`config.mk`:
```
export PLATFORM = sky130hd
export DESIGN_NAME = tslot_scan_bridge
export DESIGN_NICKNAME = d
export VERILOG_FILES = /design/src/rtl/tslot_scan_bridge.sv
export SDC_FILE = /design/constraint.sdc
export NUM_CORES = 1
export LEC_CHECK = 0
export BUFFER_PORTS_ARGS = -buffer_cell sky130_fd_sc_hd__buf_2
export CORE_AREA = 2 2 39 41
export CTS_BUF_LIST = sky130_fd_sc_hd__clkbuf_8
export DETAILED_ROUTE_END_ITERATION = 10
export DIE_AREA = 0 0 41 43
export PLACE_DENSITY = 0.49
export SETUP_SLACK_MARGIN = 0.05
export SYNTH_ARGS = -nofsm -noshare
export SYNTH_HDL_FRONTEND = slang
export SYNTH_SLANG_ARGS = --single-unit
```
`constraint.sdc`:
```
create_clock -name clk -period 1.6 [get_ports clk]
set_clock_uncertainty 0.2 [all_clocks]
set_input_delay 0.24 -clock clk [delete_from_list [all_inputs] [get_ports clk]]
set_output_delay 0.24 -clock clk [all_outputs]
set_load 0.02 [all_outputs]
```
`src/rtl/tslot_scan_bridge.sv`:
```
module tslot_scan_bridge (
  input  logic clk,
  input  logic rst_n,
  input  logic scan_mode,
  input  logic lclk,
  input  logic dio_in,
  input  logic tdi_4w,
  input  logic tms_4w,
  input  logic tap_tdo,
  output logic tap_tdi,
  output logic tap_tms,
  output logic tap_step,
  output logic dio_oe,
  output logic dio_out
);
  typedef enum logic [1:0] {SL_TDI = 2'd0, SL_TMS = 2'd1, SL_TDO = 2'd2} slot_t;

  logic  lclk_q;
  logic  rise;
  slot_t slot;
  logic  tdi_q, tms_q;

  assign rise = lclk & ~lclk_q;

  always_ff @(posedge clk) begin
    if (!rst_n) lclk_q <= 1'b0;
    else        lclk_q <= lclk;
  end

  always_ff @(posedge clk) begin
    if (!rst_n || !scan_mode) begin
      slot  <= SL_TMS;
      tdi_q <= 1'b0;
      tms_q <= 1'b0;
    end else if (rise) begin
      unique case (slot)
        SL_TDI: begin
          tdi_q <= ~dio_in;
          slot  <= SL_TMS;
        end
        SL_TMS: begin
          tms_q <= dio_in;
          slot  <= SL_TDO;
        end
        default: slot <= SL_TDI;
      endcase
    end
  end

  assign tap_step = rise & (~scan_mode | (slot == SL_TDO));
  assign tap_tdi  = scan_mode ? tdi_q : tdi_4w;
  assign tap_tms  = scan_mode ? tms_q : tms_4w;
  assign dio_oe   = scan_mode & (slot == SL_TDO);
  assign dio_out  = dio_oe & tap_tdo;
endmodule


```
* Yosys cells after proc, flatten, opt, wreduce, memory -nomap -nowiden
Cells that the tools add are included. Widths: inputs -> output; s select.
Operators by class: bitwise gates (word level) 8, divide/modulo/power cells 0, magnitude comparators 0, equality and inequality tests 2, muxes and demuxes 3, multipliers 0, $add $sub $neg 0, shift-type cells 0, reduce and logical (&&, ||, !) cells 6
Operator list (number):
- $and 1x1->1 | 4
- $pmux 2 s2 | 1
- $reduce_and 2->1 | 2
- $not 1->1 | 3
- $eq 2x1->1 const B | 1
- $eq 2x2->1 const B | 1
- $logic_not 1->1 | 2
- $logic_not 2->1 | 1
- $mux 1 | 2
- $logic_or 1x1->1 | 1
- $or 1x1->1 | 1
Word-level totals: flip-flop bits (word level) 5, memories 0, output and inout bits 5, bits of input ports 8, ROM bits 0, memory bits (writable) 0, word-level logic and storage cells 23, bits in latches 0

* Logic depth before layout (Yosys ltp)
depth after elaboration 3, gate-level depth with buffers 3, depth with buffers taken out 3

* Worst setup path before layout
No wires, ideal clock.
path type register -> output, start point register slot[1], end point output dio_out, required time 1.160 ns, slack -0.013 ns, arrival 1.173 ns, cell stages (with the launch flop) 4, buffers on the path 0, path through dfxtp_1 or2b_1 nor2_1 and2_1
On the way: longest elaborated chain between the ends 3
Ends and longest elaborated chain:
- start, declared | line 20 | slot_t slot;
- start signal, assigned | line 32 | slot <= SL_TMS;
- start signal, assigned | line 39 | slot <= SL_TMS;
- start signal, assigned | line 43 | slot <= SL_TDO;
- $eq 2x2->1 | line 53 | assign dio_oe = scan_mode & (slot == SL_TDO);
- $and 1x1->1 | line 53
- via dio_oe | line 13 | output logic dio_oe,
- $and 1x1->1 | line 54 | assign dio_out = dio_oe & tap_tdo;
- end, declared | line 14 | output logic dio_out
The timed path passes the listed nets, and every way through them passes these cells.

* Worst setup path in the final report
start point register slot[1], end point output dio_out
On the way: longest elaborated chain between the ends 3
Ends and longest elaborated chain (line):
- $eq 2x2->1 | 53
- $and 1x1->1 | 53
- $and 1x1->1 | 54
Every way passes these cells.

==> results summary <==
The flow ran to the end, and the final reports show no timing, DRC or antenna violations. The slew of the pin with the lowest slew margin is 0.1535 ns. The share of the cycle needed by the critical path after routing is 98.25%. The first-pass GRT wire length came out at 765 µm. The post-placement cell count came out at 53. CTS placed an instance of sky130_fd_sc_hd__clkbuf_8 at the clock tree root. The most common library cell in the layout ignoring fill and taps is sky130_fd_sc_hd__buf_2.

VDD sags by at most 0.0003582 V. Static timing analysis puts the maximum clock frequency at 636.1 MHz. STA classifies the critical path endpoint as a primary output. For this design the static power due to leakage is 0.1757 nW. The clock net sink count is 5. The core region is 1384 µm². The internal portion of the total power is 0.3160 mW.

The total wire length after detailed routing came out at 468 µm. The required time of the critical path came out at 1.16 ns. The number of warnings issued by yosys came out at 0.

For the final routed database, the setup TNS stands at 0 ns. After detailed routing, the number of vias per cell comes to 4.035. When the netlist entered floorplanning its net count stood at 33. The antenna diode count came out at 0. The number of buffers between clock root and the deepest sink came out at 2. The number of global-route vias before repair is 207. The relative area change from synthesis to final layout is 58.03%. The clock transition at the register clock pins on the worst setup and hold paths after CTS is 0.04 ns. The count of unresolved DRC violations after routing is 0. The residual antenna-violating net count after detailed routing is 0. The worst hold-check slack is 0.02569 ns. The count of standard-cell rows is 14. The count of max-cap constraint violations came out at 0. The switching power as a share of total power is 20.45%.

The count of placed standard cells in the final layout, fillers left out came out at 57. The quantity of I/O buffers inserted on ports is 12. The final core utilization came out at 27.58%. The share of power burned in the clock network is 55.4%. The final-layout fill cell count came out at 155. The unique cell type count in the Yosys netlist is 14. The synthesized flop and latch total is 5. The net count of the finished layout came out at 50. The path class of the tightest hold or removal check is primary input to flip-flop. The pin count of the biggest net entering global routing came out at 7. The synthesized netlist cell count is 25. Dividing total power by cell area gives a power density of 1041 nW/µm². The clock tree from TritonCTS is built.

In the layout the commonest cells are 10 x sky130_fd_sc_hd__buf_2, 4 x sky130_fd_sc_hd__dfxtp_1, 3 x sky130_fd_sc_hd__a21oi_1, 3 x sky130_fd_sc_hd__clkbuf_8. STA classifies the critical path startpoint as a flip-flop. The cell area after layout is 381.6 µm². The first-pass iteration count of the detailed router came out at 2. Across every metal layer, demand over resource in global routing totals 6.820%. The die is 43 µm tall. The net switching power came out at 0.08124 mW.

The number of buffers added for setup after CTS is 0. The total count of max-transition violations in the final report is 0. The largest area contributor in the netlist is sky130_fd_sc_hd__dfxtp_1. The total count of hold-check failures in the final report is 0. The area of the die is 1763 µm². The sequential fraction of the synthesis area came out at 41.45%. The arrival time of the worst setup path is 1.13 ns. The share of the synthesized area in the top cell type is 41.45%. The setup-violating endpoint count in the final report came out at 0. The number of top-level design ports came out at 13.

The post-synthesis instance area is 241.5 µm². The routed design could run at a clock period as short as 1.572 ns. After clock tree synthesis, the flow added hold-fix buffers numbering 0.

The initial utilization of the core area, before any placement, comes to 17.45%. The cell area after placement came out at 324.1 µm². The layout cell share with drive strength beyond 1 came out at 56.10%. The number of vias in the routed layout is 230.

The synthesized area per cell came out at 9.659 µm². The clock latency on the worst-skew pair is 0.22 ns. The number of antenna violations at the first check in global routing is 0. The number of H-tree levels came out at 1. The worst-path maximum fanout came out at 4. Global routing finished with a remaining overflow of 0.

The setup path with the least slack is of type flip-flop to primary output. The relative contribution of combinational cells to total power is 11.1%. The number of clock buffers inserted by TritonCTS came out at 3.

Ranked by total cell area, the synthesized netlist is headed by sky130_fd_sc_hd__dfxtp_1 41%, sky130_fd_sc_hd__mux2_2 9.3%, sky130_fd_sc_hd__a21oi_1 6.2%. Setup repair after global routing could not meet its margin everywhere. The width of the chip is 41 µm. The iteration-0 DRC count of the detailed router is 2.

The final weighted congestion of routability-driven global placement came out at 0.6617. The detail-routed net length per standard cell came out at 8.211 µm. The register share of total power came out at 33.6%. Headroom to the max-slew limit came out at 89.71%.
-- what timing repair did --
action | 4_1_cts | 5_1_grt
pin swaps | 1 | 0
setup endpoints to repair | 2 | 3
resized for setup | 3 | 2
-- layer usage --
metal / vias to the layer above / GRT usage, % / wire length, µm
met2: 9 / 10.00 / 221
li1: 119 / - / -
met5: - / 0 / 0
met4: 0 / 8.000 / 6
met3: 2 / 2.094 / 50
met1: 100 / 6.410 / 189
-- cell type report --
type                            instances  area, µm²  share of cell area [%]
Multi-Input combinational cell         19      142.6                   37.38
Sequential cell                         5      101.3                   26.56
Timing Repair Buffer                   12      68.82                   18.03
Clock buffer                            3      41.29                   10.82
Tap cell                               16      20.02                   5.246
Clock inverter                          1      3.754                  0.9836
Inverter                                1      3.754                  0.9836
-- flip-flops by register name (all words and copies together), names as in the netlist --
signal and count:
slot 2, lclk_q 1, tms_q 1, tdi_q 1
-- logic make-up after synthesis --
kind of cell | Yosys count | share of synthesized area [%]
AND/OR/NAND/NOR | 12 | 32.13
flip-flops | 5 | 41.45
AO/OA/AOI/OAI | 4 | 11.40
multiplexers | 3 | 13.47
buffers and inverters | 1 | 1.553
-- stage by stage --
stage | total power [mW] | worst slack (ns)
after floorplan | 0.1595 | 0.09406
after global placement | 0.1781 | 0.2215
after detailed placement | 0.1784 | 0.2065
after CTS | 0.4067 | 0.01328
after global routing | 0.4188 | -0.03920
final | 0.3972 | 0.02801
-- final timing paths --
kind,startpoint,end,slack (ns),cells past startpoint
hold / removal,dio_in,tdi_q$_SDFFE_PP0P_,0.03,2
setup / recovery,slot[1]$_SDFFE_PP0P_,dio_out,0.03,4
hold reg to reg,tdi_q$_SDFFE_PP0P_,tdi_q$_SDFFE_PP0P_,0.28,2
setup reg to reg,slot[1]$_SDFFE_PP0P_,tdi_q$_SDFFE_PP0P_,0.23,3
-- power by group through the flow --
stage | Combinational (mW) | Clock, mW | Sequential (mW)
3_3_place_gp | 0.0434 | 0 | 0.135
5_1_grt | 0.0500 | 0.235 | 0.134
2_1_floorplan | 0.0254 | 0 | 0.134
4_1_cts | 0.0439 | 0.230 | 0.133
3_5_place_dp | 0.0436 | 0 | 0.135
6_report | 0.0441 | 0.220 | 0.133
-- Yosys cell counts --
| cell type | count |
|---|---|
| sky130_fd_sc_hd__or4b_4 | 1 |
| sky130_fd_sc_hd__inv_1 | 1 |
| sky130_fd_sc_hd__o31ai_2 | 1 |
| sky130_fd_sc_hd__mux2_2 | 2 |
| sky130_fd_sc_hd__nand2_1 | 2 |
| sky130_fd_sc_hd__nand4_1 | 1 |
| sky130_fd_sc_hd__mux2i_1 | 1 |
| sky130_fd_sc_hd__nor2_1 | 3 |
| sky130_fd_sc_hd__or2b_1 | 1 |
| sky130_fd_sc_hd__and2_1 | 2 |
| sky130_fd_sc_hd__nand2b_1 | 1 |
| sky130_fd_sc_hd__dfxtp_1 | 5 |
| sky130_fd_sc_hd__and4bb_2 | 1 |
| sky130_fd_sc_hd__a21oi_1 | 3 |
-- critical path, stage by stage (launching register included) --
cell	delay, ns
sky130_fd_sc_hd__dfxtp_2	0.33
sky130_fd_sc_hd__or2b_1	0.25
sky130_fd_sc_hd__nor2_2	0.09
sky130_fd_sc_hd__and2_4	0.14
sky130_fd_sc_hd__buf_6	0.10
Power figures use the tool's default switching activity.
